### config.mk
export PLATFORM = sky130hd
export DESIGN_NAME = muxbus_master
export DESIGN_NICKNAME = d
export VERILOG_FILES = /design/src/rtl/muxbus_master.sv
export SDC_FILE = /design/constraint.sdc
export NUM_CORES = 1
export LEC_CHECK = 0
export ABC_AREA = 1
export BUFFER_PORTS_ARGS = -buffer_cell sky130_fd_sc_hd__buf_2
export CAP_MARGIN = 5
export CORE_ASPECT_RATIO = 1.75
export CORE_MARGIN = 2
export CORE_UTILIZATION = 45
export DETAILED_ROUTE_END_ITERATION = 10
export GPL_TIMING_DRIVEN = 0
export PLACE_DENSITY = 0.84
export SYNTH_ARGS = -nofsm -noshare
export SYNTH_HDL_FRONTEND = slang
export SYNTH_SLANG_ARGS = --single-unit
### constraint.sdc
create_clock -name clk -period 1.2 [get_ports clk]
set_input_delay 0.06 -clock clk [delete_from_list [all_inputs] [get_ports clk]]
set_output_delay 0.06 -clock clk [all_outputs]
set_load 0.03 [all_outputs]
### src/rtl/muxbus_master.sv
module muxbus_master #(
  parameter int AW = 24,
  parameter int DW = 16,
  parameter int STROBE_CYC = 1
) (
  input  logic          clk,
  input  logic          rst_n,
  input  logic          req_valid,
  input  logic          req_write,
  input  logic          wide_mode,
  input  logic [AW-1:0] req_addr,
  input  logic [DW-1:0] req_wdata,
  output logic          req_ack,
  output logic [DW-1:0] rsp_rdata,
  output logic [DW-1:0] bus_ad_o,
  output logic          bus_ad_oe,
  input  logic [DW-1:0] bus_ad_i,
  output logic          ale,
  output logic          rd_n,
  output logic          wr_n
);
  localparam int HW = DW / 2;
  localparam int CW = $clog2(STROBE_CYC + 1);

  typedef enum logic [2:0] {S_IDLE, S_ALE_LO, S_ALE_HI, S_STROBE, S_DONE} state_t;

  state_t        st;
  logic          wr_q, wide_q;
  logic [AW-1:0] addr_q;
  logic [DW-1:0] wdata_q, rdata_q;
  logic [CW-1:0] cnt;

  wire strobe_last = (st == S_STROBE) && (cnt == CW'(STROBE_CYC - 1));

  always_ff @(posedge clk or negedge rst_n) begin
    if (!rst_n) begin
      st      <= S_IDLE;
      wr_q    <= 1'b0;
      wide_q  <= 1'b0;
      addr_q  <= '0;
      wdata_q <= '0;
      rdata_q <= '0;
      cnt     <= '0;
    end else begin
      case (st)
        S_IDLE: if (req_valid) begin
          st      <= S_ALE_LO;
          wr_q    <= req_write;
          wide_q  <= wide_mode;
          addr_q  <= req_addr;
          wdata_q <= req_wdata;
        end
        S_ALE_LO: begin
          st  <= wide_q ? S_STROBE : S_ALE_HI;
          cnt <= '0;
        end
        S_ALE_HI: st <= S_STROBE;
        S_STROBE: begin
          cnt <= cnt + 1'b1;
          if (strobe_last) begin
            st <= S_DONE;
            if (!wr_q)
              rdata_q <= wide_q ? bus_ad_i : {{HW{1'b0}}, bus_ad_i[HW-1:0]};
          end
        end
        default: st <= S_IDLE;
      endcase
    end
  end

  assign ale       = (st == S_ALE_LO) || (st == S_ALE_HI);
  assign rd_n      = !((st == S_STROBE) && !wr_q);
  assign wr_n      = !((st == S_STROBE) && wr_q);
  assign bus_ad_oe = ale || !wr_n;
  assign req_ack   = (st == S_DONE);
  assign rsp_rdata = rdata_q;

  always_comb begin
    bus_ad_o = '0;
    case (st)
      S_ALE_LO: bus_ad_o = addr_q[DW-1:0];
      S_ALE_HI: bus_ad_o = DW'(addr_q[AW-1:DW]);
      S_STROBE: if (wr_q) bus_ad_o = wide_q ? wdata_q : {{HW{1'b0}}, wdata_q[HW-1:0]};
      default:  bus_ad_o = '0;
    endcase
  end
endmodule


==> results.cfg, run 1 <==
[run_status]
outcome = complete, but fails checks
failing_checks = negative hold slack, negative setup slack

[worst_setup_path]
critPathArrivalTime_ns = 1.60
worst-setup-path-type = reg -> out
critical_path_required_ns = 1.14
start_kind = flip-flop
worst-path-max-fanout = 6
timing.critical_path.to_type = primary output

[floorplan]
floorplan.core_area_um2 = 6180
top_level_ports = 98
start_util_pct = 46.4
die_height_um = 110
die-area_um2 = 7050
core.rowCount = 38
horizontal_die_dimension_um = 64.3

[sta]
fmax_mhz = 601
timing.final.crit_share_pct = 139
fin_worst_hold_slack_ns = -0.00328
slew-limit-headroom_pct = 50.4
drv_slew = 0
finalWorstPathRequiredPeriod_ns = 1.66
timing_worst_slew_pin_value_ns = 0.743
unrepaired_setup_endpoints_after_global_routing = true
hold_viol = 1
worst_case_clock_skew_ns = 0.0118
setup_ws_ns = -0.464
setup_violations = 82

[synth]
share_of_synthesized_area_occupied_by_flip_flops_and_latches_pct = 54.1
share_of_the_synthesized_area_in_the_top_cell_type_pct = 54.1
yosys_warnings = 0
ys_dominant_reg_cell = sky130_fd_sc_hd__dfrtp_1
synth_seq_cells = 62
netlist-cell-type-count = 18
synth_area_per_cell_um2 = 7.94
synth_commonest_cells = sky130_fd_sc_hd__nand2_1 (119), sky130_fd_sc_hd__dfrtp_1 (62), sky130_fd_sc_hd__inv_1 (53)
synth_area_leader_cell = sky130_fd_sc_hd__dfrtp_1
number_of_enable_flip_flop_cells_after_synthesis = 0
post_synth_inst_count = 361
synth_nets = 422
combined_area_of_all_synthesized_cells_um2 = 2870
yosys.cell_count.top_type = sky130_fd_sc_hd__nand2_1
synthArstFlopShare_pct = 100
netlist_top_cells_area = sky130_fd_sc_hd__dfrtp_1 (54%), sky130_fd_sc_hd__nand2_1 (16%), sky130_fd_sc_hd__o21ai_0 (8.7%), sky130_fd_sc_hd__inv_1 (6.9%), sky130_fd_sc_hd__nand4_1 (5.5%)

[clocking]
numCtsBuffers = 9
clock-sinks = 62
cts_tree = built
clk_root_buffer_cell = sky130_fd_sc_hd__clkbuf_8
clkTransAtPathRegs_ns = 0.08
clock_latency_ns = 0.35
clockBufferDepth = 2
clock_tree.htree_level_count = 3

[drt]
route.final.wire_length_mm = 11.2
wire_per_inst_um = 17.8
vias = 3380
initialDrtViolationCount = 231
final_antenna_net_count = 0
vias_per_cell = 5.37
drc = 0
drt_first_pass_iters = 5

[power_and_ir_drop]
leakagePower_nw = 2.66
vdd_drop_max_mv = 1.96
total_power_per_unit_cell_area_nw_per_um2 = 2670
design_power_total_mw = 13.3

[place]
dpl_wire_length_mm = 5.73
preCtsSetupSlack_ns = -0.327
globalplace.congestion = 0.823
dp.cells = 539
port_buffers = 97

[grt]
grt_first_pass_wirelength_mm = 16.1
first_global_vias = 3354
largest_net_degree_at_the_start_of_global_routing = 33
grt_util_all_layers_pct = 30.7
grt_remaining_overflow = 0
initial_antenna_violation_count = 0

[worst_hold_path]
min-delay-path-class = in -> reg

[finish]
layout.nets = 605
layout.cells.non_filler = 629
ratio_of_cells_with_drive_above_1_in_the_final_layout_pct = 38.8
insertedDiodeCount = 0
area.growth.synth_to_final_pct = 73.2

[job]
cap_viol_max_count = 0
[per-stage QoR]
stage,hold slack [ns],utilization (%),instance area [um2],setup TNS [ns]
floorplan,-0.236,-,3080,-1.84
global placement,0.312,59.3,3670,-16.27
detailed placement,0.157,59.7,3690,-13.75
CTS,0.000335,77.2,4770,-20.38
global route,-0.00850,80.3,4960,-31.67
finish,-0.00328,80.3,4960,-28.34
[power breakdown]
group | switching, mW | internal, mW | leakage, nW
registers | 0.726 | 3.03 | 0.778
logic | 4.49 | 2.97 | 1.77
clock network | 0.834 | 1.22 | 0.110
[final cells by class]
class                      instances  area (um2)
multi-input combinational        222        1330
fill                             364        1220
sequential                        62        1550
clock buffer                      12         145
clock inverter                     4        70.1
tap                               80         100
buffer                            20         179
inverter                          57         224
timing repair inverter             1        5.00
timing repair buffer             171        1360
[flip-flops by register name (all words and copies together) (netlist names)]
signal	flops
addr_q	24
cnt	1
rsp_rdata	16
st	3
wdata_q	16
wide_q	1
wr_q	1
[what timing repair did]
action / in CTS / in global routing
gates cloned: 3 / 2
hold buffers: 49 / 0
hold endpoints to repair: 79 / 0
endpoints found under the setup margin: 82 / 82
buffers inserted: 14 / 7
pin swaps: 8 / 10
resized for setup: 83 / 52
[cells in the final DEF, fill, tap and decap left out]
master,instances
sky130_fd_sc_hd__a21oi_1,1
sky130_fd_sc_hd__buf_12,3
sky130_fd_sc_hd__buf_2,78
sky130_fd_sc_hd__buf_4,16
sky130_fd_sc_hd__buf_6,39
sky130_fd_sc_hd__bufinv_16,2
sky130_fd_sc_hd__clkbuf_1,2
sky130_fd_sc_hd__clkbuf_2,3
sky130_fd_sc_hd__clkbuf_4,3
sky130_fd_sc_hd__clkbuf_8,10
sky130_fd_sc_hd__clkinv_2,4
sky130_fd_sc_hd__clkinv_4,1
sky130_fd_sc_hd__clkinvlp_4,1
sky130_fd_sc_hd__dfrtp_1,60
sky130_fd_sc_hd__dfrtp_2,2
sky130_fd_sc_hd__dlygate4sd3_1,49
sky130_fd_sc_hd__inv_1,51
sky130_fd_sc_hd__inv_2,3
sky130_fd_sc_hd__nand2_1,107
sky130_fd_sc_hd__nand2_2,9
sky130_fd_sc_hd__nand2_4,3
sky130_fd_sc_hd__nand2_8,2
sky130_fd_sc_hd__nand3_1,4
sky130_fd_sc_hd__nand3_2,11
sky130_fd_sc_hd__nand3_4,5
sky130_fd_sc_hd__nand4_1,25
sky130_fd_sc_hd__nor2_1,1
sky130_fd_sc_hd__nor2_4,3
sky130_fd_sc_hd__nor3_4,1
sky130_fd_sc_hd__o21ai_0,20
sky130_fd_sc_hd__o21ai_1,16
sky130_fd_sc_hd__o21ai_2,6
sky130_fd_sc_hd__o21ai_4,8
[final timing paths]
| kind | startpoint | to | cells after the start | slack, ns |
|---|---|---|---|---|
| hold reg to reg | rsp_rdata[9]$_DFFE_PN0P_ | rsp_rdata[9]$_DFFE_PN0P_ | 2 | 0.47 |
| max in group asynchronous | rst_n | wide_q$_DFFE_PN0P_ | 3 | 0.24 |
| min in group asynchronous | rst_n | rsp_rdata[10]$_DFFE_PN0P_ | 2 | 0.32 |
| setup / recovery | st[1]$_DFFE_PN0P_ | bus_ad_o[15] | 6 | -0.46 |
| setup reg to reg | st[1]$_DFFE_PN0P_ | addr_q[18]$_DFFE_PN0P_ | 7 | -0.41 |
| hold / removal | req_addr[4] | addr_q[4]$_DFFE_PN0P_ | 3 | -0.003 |
[layer usage]
layer	share of wire, %	track usage [%]	up-vias	wire length, um
met5	0	0	-	0
met4	5.7	15.7	0	635
met3	5.8	5.83	57	647
met2	56	58.6	186	6230
met1	33	31.2	1626	3710
li1	-	-	1511	-
[cell families (layout without fill, tap and decap cells)]
logic type,count (synthesis),count (layout),synth area share (%)
buf+inv,78,265,11.0
flops,62,62,54.1
compound gates,51,51,8.90
simple gates,170,171,26.0
[worst max-delay path, stage by stage, from the launching register on]
cell and delay (ns):
sky130_fd_sc_hd__dfrtp_2 0.46, sky130_fd_sc_hd__buf_4 0.17, sky130_fd_sc_hd__nor2_4 0.13, sky130_fd_sc_hd__buf_6 0.16, sky130_fd_sc_hd__nand2_2 0.09, sky130_fd_sc_hd__o21ai_4 0.08
sky130_fd_sc_hd__buf_6 0.16
No activity file was read; power rests on OpenSTA's default activity.
==> run 2: changes to the inputs <==
--- a/config.mk
+++ b/config.mk
@@ -5,12 +5,14 @@
 export SDC_FILE = /design/constraint.sdc
 export NUM_CORES = 1
 export LEC_CHECK = 0
-export ABC_AREA = 1
+export ABC_AREA = 0
 export BUFFER_PORTS_ARGS = -buffer_cell sky130_fd_sc_hd__buf_2
 export CAP_MARGIN = 5
+export CELL_PAD_IN_SITES_DETAIL_PLACEMENT = 1
+export CELL_PAD_IN_SITES_GLOBAL_PLACEMENT = 2
 export CORE_ASPECT_RATIO = 1.75
 export CORE_MARGIN = 2
-export CORE_UTILIZATION = 45
+export CORE_UTILIZATION = 29
 export DETAILED_ROUTE_END_ITERATION = 10
 export GPL_TIMING_DRIVEN = 0
 export PLACE_DENSITY = 0.84
==> results.cfg, run 2 <==
[sta]
setup_violations = 80
drv_slew = 0
unrepaired_setup_endpoints_after_global_routing = true
timing_worst_slew_pin_value_ns = 0.828
hold_viol = 0
setup_ws_ns = -0.554
worst_case_clock_skew_ns = 0.00543
fmax_mhz = 570
slew-limit-headroom_pct = 44.8
timing.final.crit_share_pct = 146
finalWorstPathRequiredPeriod_ns = 1.75
fin_worst_hold_slack_ns = 0.131

[power_and_ir_drop]
net-switching-power_mw = 5.19
switching_share_pct = 37.0
p_comb_share_pct = 56.9
pwr-share-seq_pct = 26.5
vdd_drop_max_mv = 1.34
intPower_mw = 8.84
total_power_per_unit_cell_area_nw_per_um2 = 2840
power.clock.fraction_pct = 16.6
leakagePower_nw = 2.30

[synth]
synth_seq_cells = 62
netlist_top_cells_area = sky130_fd_sc_hd__dfrtp_1 (57%), sky130_fd_sc_hd__mux2_2 (19%), sky130_fd_sc_hd__a221o_1 (2.9%), sky130_fd_sc_hd__mux2i_1 (2.9%), sky130_fd_sc_hd__buf_6 (2.9%)
number_of_enable_flip_flop_cells_after_synthesis = 0
post_synth_inst_count = 193
synth_nets = 254
synth_area_leader_cell = sky130_fd_sc_hd__dfrtp_1
ys_dominant_reg_cell = sky130_fd_sc_hd__dfrtp_1
synth_commonest_cells = sky130_fd_sc_hd__dfrtp_1 (62), sky130_fd_sc_hd__mux2_2 (47), sky130_fd_sc_hd__and2_1 (9), sky130_fd_sc_hd__inv_1 (9), sky130_fd_sc_hd__nand2_1 (9)
share_of_the_synthesized_area_in_the_top_cell_type_pct = 57.1
netlist-cell-type-count = 27
yosys_warnings = 0
synthArstFlopShare_pct = 100
synth_area_per_cell_um2 = 14.1
yosys.cell_count.top_type = sky130_fd_sc_hd__dfrtp_1
share_of_synthesized_area_occupied_by_flip_flops_and_latches_pct = 57.1
combined_area_of_all_synthesized_cells_um2 = 2720

[worst_setup_path]
max_stage_delay_ns = 0.37
cpLargestDelayFamily = buffers and inverters
timing.critical_path.to_type = flip-flop
critical_path.most_common_cell = sky130_fd_sc_hd__buf_6
start_kind = flip-flop
critPathSlowestCell = sky130_fd_sc_hd__dfrtp_1
worst-path-max-fanout = 6
critical_path_required_ns = 1.40
crit_buf_inv = 4
worst-setup-path-type = reg -> reg
crit_chain = buf_6, buf_4, nor4b_4, buf_6, clkbuf_16, mux2_2
critPathArrivalTime_ns = 1.96

[finish]
share_of_the_core_filled_with_cells_in_the_final_layout_pct = 54.4
area.growth.synth_to_final_pct = 82.0
mostFrequentLayoutCell = sky130_fd_sc_hd__buf_2
layout.nets = 449
layout_common_cells = sky130_fd_sc_hd__buf_2 (75), sky130_fd_sc_hd__dfrtp_1 (62), sky130_fd_sc_hd__dlygate4sd3_1 (59), sky130_fd_sc_hd__buf_6 (40), sky130_fd_sc_hd__mux2_2 (29)
largest_register_ffs = 24
insertedDiodeCount = 0
fill_cells = 959
regMostFlops = addr_q
ratio_of_cells_with_drive_above_1_in_the_final_layout_pct = 54.6

[grt]
grt_remaining_overflow = 0
largest_net_degree_at_the_start_of_global_routing = 63
first_global_vias = 2737
grt_util_all_layers_pct = 17.9
grt_first_pass_wirelength_mm = 14.1
initial_antenna_violation_count = 0

[floorplan]
core.rowCount = 46
die_height_um = 132
horizontal_die_dimension_um = 77.2
top_level_ports = 98
die-area_um2 = 10200
start_util_pct = 29.9
floorplan.core_area_um2 = 9090

[clocking]
clockBufferDepth = 2
numCtsBuffers = 9
clock_latency_ns = 0.32
cts_tree = built
clock-sinks = 62
clkTransAtPathRegs_ns = 0.05
clock_tree.htree_level_count = 3
clk_root_buffer_cell = sky130_fd_sc_hd__clkbuf_16

[drt]
route.final.wire_length_mm = 8.99
vias_per_cell = 4.53
vias = 2318
final_antenna_net_count = 0
drc = 0
initialDrtViolationCount = 56
drt_first_pass_iters = 3
wire_per_inst_um = 17.5

[place]
preCtsSetupSlack_ns = -0.858
port_buffers = 97
dpl_wire_length_mm = 4.81
globalplace.congestion = 0.696

[job]
cap_viol_max_count = 0

[worst_hold_path]
min-delay-path-class = in -> reg

[run_status]
outcome = complete, but fails checks
failing_checks = negative setup slack
run 2: what timing repair did:
item | 4_1_cts | 5_1_grt
gates cloned | 2 | 4
hold buffers | 59 | 0
setup buffers | 18 | 7
pin swaps | 15 | 12
gates resized for setup | 93 | 22
endpoints found under the hold margin | 120 | 0
setup endpoints to repair | 79 | 81
run 2: kinds of logic (layout without fill, tap and decap cells):
logic type / Yosys count / after routing / share of synthesized area [%]
muxes: 58 / 58 / 23.7
DFF: 62 / 62 / 57.1
and+or+nand+nor: 35 / 35 / 8.28
buffers and inverters: 19 / 218 / 4.74
AOI/OAI and AO/OA: 19 / 19 / 6.26
run 2: cell type report:
| type | instances | area (um2) | area share (%) |
|---|---|---|---|
| inverter | 9 | 36.3 | 0.733 |
| tap | 120 | 150 | 3.03 |
| clock inverter | 1 | 5.00 | 0.101 |
| multi-input combinational | 112 | 1200 | 24.3 |
| sequential | 62 | 1550 | 31.4 |
| buffer | 10 | 141 | 2.86 |
| timing repair buffer | 184 | 1600 | 32.2 |
| clock buffer | 14 | 264 | 5.34 |
run 2: path summary, 6_finish.rpt:
check	end	slack, ns	cells after the start	from
max	wdata_q[15]$_DFFE_PN0P_	-0.55	6	st[1]$_DFFE_PN0P_
max reg2reg	wdata_q[15]$_DFFE_PN0P_	-0.55	6	st[1]$_DFFE_PN0P_
min reg2reg	wdata_q[13]$_DFFE_PN0P_	0.50	1	wdata_q[13]$_DFFE_PN0P_
min	st[0]$_DFFE_PN0P_	0.13	3	req_valid
max in group asynchronous	addr_q[3]$_DFFE_PN0P_	0.25	2	rst_n
min in group asynchronous	rsp_rdata[13]$_DFFE_PN0P_	0.38	2	rst_n
run 2: per-stage QoR:
| step | power (mW) | cells | TNS, ns | instance area (um2) |
|---|---|---|---|---|
| 2_1_floorplan | 7.50 | 193 | -24.48 | 2720 |
| 3_3_place_gp | 8.79 | 410 | -52.82 | 3360 |
| 3_5_place_dp | 8.96 | 410 | -44.74 | 3360 |
| 4_1_cts | 13.5 | 504 | -36.23 | 4760 |
| 5_1_grt | 14.8 | 512 | -42.05 | 4950 |
| 6_report | 14.0 | 512 | -37.73 | 4950 |
run 2: power by group through the flow:
stage	sequential, mW	clock (mW)	combinational (mW)
finish	3.72	2.33	7.98
global placement	3.65	0	5.14
CTS	3.70	2.44	7.36
global route	3.87	2.52	8.41
detailed placement	3.71	0	5.25
floorplan	4.03	0	3.47
run 2: layer usage:
layer  GRT usage, %  up-vias  wire length, um
li1               -     1080                -
met1           19.0     1174             3380
met2           33.6       55             5210
met3           3.90        9              259
met4           6.85        0              128
met5              0        -                0
run 2: worst reg2reg max path, stage by stage (launching register included):
cell and delay, ns:
sky130_fd_sc_hd__dfrtp_1 0.37, sky130_fd_sc_hd__buf_6 0.14, sky130_fd_sc_hd__buf_4 0.16, sky130_fd_sc_hd__nor4b_4 0.25
sky130_fd_sc_hd__buf_6 0.22, sky130_fd_sc_hd__clkbuf_16 0.18, sky130_fd_sc_hd__mux2_2 0.32
==> run 3: changes to the inputs <==
--- a/config.mk
+++ b/config.mk
@@ -8,14 +8,12 @@
 export ABC_AREA = 0
 export BUFFER_PORTS_ARGS = -buffer_cell sky130_fd_sc_hd__buf_2
 export CAP_MARGIN = 5
-export CELL_PAD_IN_SITES_DETAIL_PLACEMENT = 1
-export CELL_PAD_IN_SITES_GLOBAL_PLACEMENT = 2
 export CORE_ASPECT_RATIO = 1.75
 export CORE_MARGIN = 2
-export CORE_UTILIZATION = 29
+export CORE_UTILIZATION = 44
 export DETAILED_ROUTE_END_ITERATION = 10
 export GPL_TIMING_DRIVEN = 0
-export PLACE_DENSITY = 0.84
+export PLACE_DENSITY = 0.83
 export SYNTH_ARGS = -nofsm -noshare
 export SYNTH_HDL_FRONTEND = slang
 export SYNTH_SLANG_ARGS = --single-unit
==> results.cfg, run 3 (same netlist as run 2, synthesis figures left out) <==
[sta]
finalWorstPathRequiredPeriod_ns = 1.83
timing_worst_slew_pin_value_ns = 0.829
setup_violations = 79
worst_case_clock_skew_ns = 0.00649
drv_slew = 0
hold_viol = 0
fin_setup_tns_ns = -39.37
setup_ws_ns = -0.628
fin_worst_hold_slack_ns = 0.0885
unrepaired_setup_endpoints_after_global_routing = true
fmax_mhz = 547
timing.final.crit_share_pct = 152
slew-limit-headroom_pct = 44.7

[grt]
initial_antenna_violation_count = 0
layer_with_the_highest_usage = met2
grt_util_all_layers_pct = 27.1
use_met2_pct = 48.3
globalRouteMet3Util_pct = 5.62
grt_use_met1_pct = 29.9
largest_net_degree_at_the_start_of_global_routing = 35
first_global_vias = 2686
grt_remaining_overflow = 0
grt_first_pass_wirelength_mm = 13.8

[drt]
vias_per_cell = 5.15
drt_first_pass_iters = 4
route.final.wire_length_mm = 9.33
final_antenna_net_count = 0
initialDrtViolationCount = 130
vias = 2447
wire_per_inst_um = 19.6
drc = 0

[finish]
ratio_of_cells_with_drive_above_1_in_the_final_layout_pct = 56.9
mostFrequentLayoutCell = sky130_fd_sc_hd__buf_2
layout.nets = 453
insertedDiodeCount = 0
area.growth.synth_to_final_pct = 81.0
layout_common_cells = sky130_fd_sc_hd__buf_2 (76), sky130_fd_sc_hd__dfrtp_1 (62), sky130_fd_sc_hd__dlygate4sd3_1 (59), sky130_fd_sc_hd__mux2_4 (47), sky130_fd_sc_hd__buf_6 (44)
finalInstanceArea_um2 = 4920
regMostFlops = addr_q
fill_cells = 330
largest_register_ffs = 24

[clocking]
numCtsBuffers = 9
cts_tree = built
clockBufferDepth = 2
clock-sinks = 62
clock_latency_ns = 0.35
clock_tree.htree_level_count = 3
clkTransAtPathRegs_ns = 0.07
clk_root_buffer_cell = sky130_fd_sc_hd__clkbuf_8

[power_and_ir_drop]
net-switching-power_mw = 5.38
leakagePower_nw = 2.37
vdd_drop_max_mv = 2.01
total_power_per_unit_cell_area_nw_per_um2 = 2820
power.clock.fraction_pct = 11.5
p_comb_share_pct = 61.0
switching_share_pct = 38.8
pwr-share-seq_pct = 27.6
intPower_mw = 8.48

[worst_setup_path]
timing.critical_path.to_type = primary output
cpLargestDelayFamily = buffers and inverters
start_kind = flip-flop
regToRegSetupSlack_ns = -0.57
crit_cells = 6
crit_buf_inv = 3
critPathSlowestCell = sky130_fd_sc_hd__dfrtp_1
worst-path-max-fanout = 7
critical_path.most_common_cell = sky130_fd_sc_hd__buf_6
worst-setup-path-type = reg -> out
critical_path_required_ns = 1.14
max_stage_delay_ns = 0.38
critPathArrivalTime_ns = 1.77
crit_chain = buf_6, nor3b_4, buf_6, and2_4, a221o_1, buf_6
r2r_cells = 7

[worst_hold_path]
min-delay-path-class = in -> reg
worst_hold_path_depth = 3

[place]
port_buffers = 97
detailed_place.area_um2 = 3320
dpl_wire_length_mm = 4.31
globalplace.congestion = 0.751
preCtsSetupSlack_ns = -0.881

[floorplan]
floorplan.core_area_um2 = 5930
core.rowCount = 37
start_util_pct = 45.9
horizontal_die_dimension_um = 63.4
die_height_um = 108
die-area_um2 = 6850
top_level_ports = 98

[run_status]
failing_checks = negative setup slack
outcome = complete, but fails checks

[job]
cap_viol_max_count = 0
[run 3: power groups by stage]
stage | logic [mW] | registers (mW) | clock network [mW]
after floorplan | 3.47 | 4.03 | 0
after global placement | 5.09 | 3.62 | 0
after detailed placement | 5.21 | 3.68 | 0
after CTS | 7.79 | 3.68 | 1.61
after global routing | 8.81 | 3.92 | 1.71
final | 8.45 | 3.82 | 1.59
[run 3: final timing paths]
| check | from | end |
|---|---|---|
| max | st[2]$_DFFE_PN0P_ | bus_ad_o[3] |
| max reg2reg | st[1]$_DFFE_PN0P_ | addr_q[23]$_DFFE_PN0P_ |
| min reg2reg | rsp_rdata[5]$_DFFE_PN0P_ | rsp_rdata[5]$_DFFE_PN0P_ |
| max in group asynchronous | rst_n | addr_q[11]$_DFFE_PN0P_ |
| min in group asynchronous | rst_n | addr_q[4]$_DFFE_PN0P_ |
| min | req_valid | st[0]$_DFFE_PN0P_ |
[run 3: cell type report]
class                           instances  area (um2)  share of cell area, %
Clock buffer                           11         141                   2.87
Sequential cell                        62        1550                   31.5
Buffer                                  6        61.3                   1.25
Tap cell                               78        97.6                   1.98
Inverter                                9        36.3                  0.737
Multi-Input combinational cell        112        1310                   26.5
Timing Repair Buffer                  192        1700                   34.6
Clock inverter                          5        25.0                  0.509
[run 3: what timing repair did]
| item | 4_1_cts | 5_1_grt |
|---|---|---|
| setup endpoints to repair | 79 | 80 |
| hold buffers | 59 | 0 |
| endpoints found under the hold margin | 91 | 0 |
| gates resized for setup | 101 | 49 |
| pin swaps | 15 | 13 |
| gates cloned | 5 | 1 |
| buffers inserted | 23 | 10 |
[run 3: worst min-delay path, stage by stage]
cell,delay (ns)
sky130_fd_sc_hd__buf_2,0.11
sky130_fd_sc_hd__nor3_1,0.16
sky130_fd_sc_hd__a211oi_1,0.07
[run 3: stage by stage]
step,util [%],instances,power [mW]
floorplan,-,193,7.50
global placement,55.7,368,8.71
detailed placement,56.1,369,8.90
CTS,80.8,471,13.1
global route,83.0,475,14.4
finish,83.0,475,13.9
[run 3: routing by layer]
layer,vias to the layer above,share of wire [%]
met5,-,0
met4,0,3.1
met3,22,4.1
met2,86,57
met1,1250,36
li1,1089,-
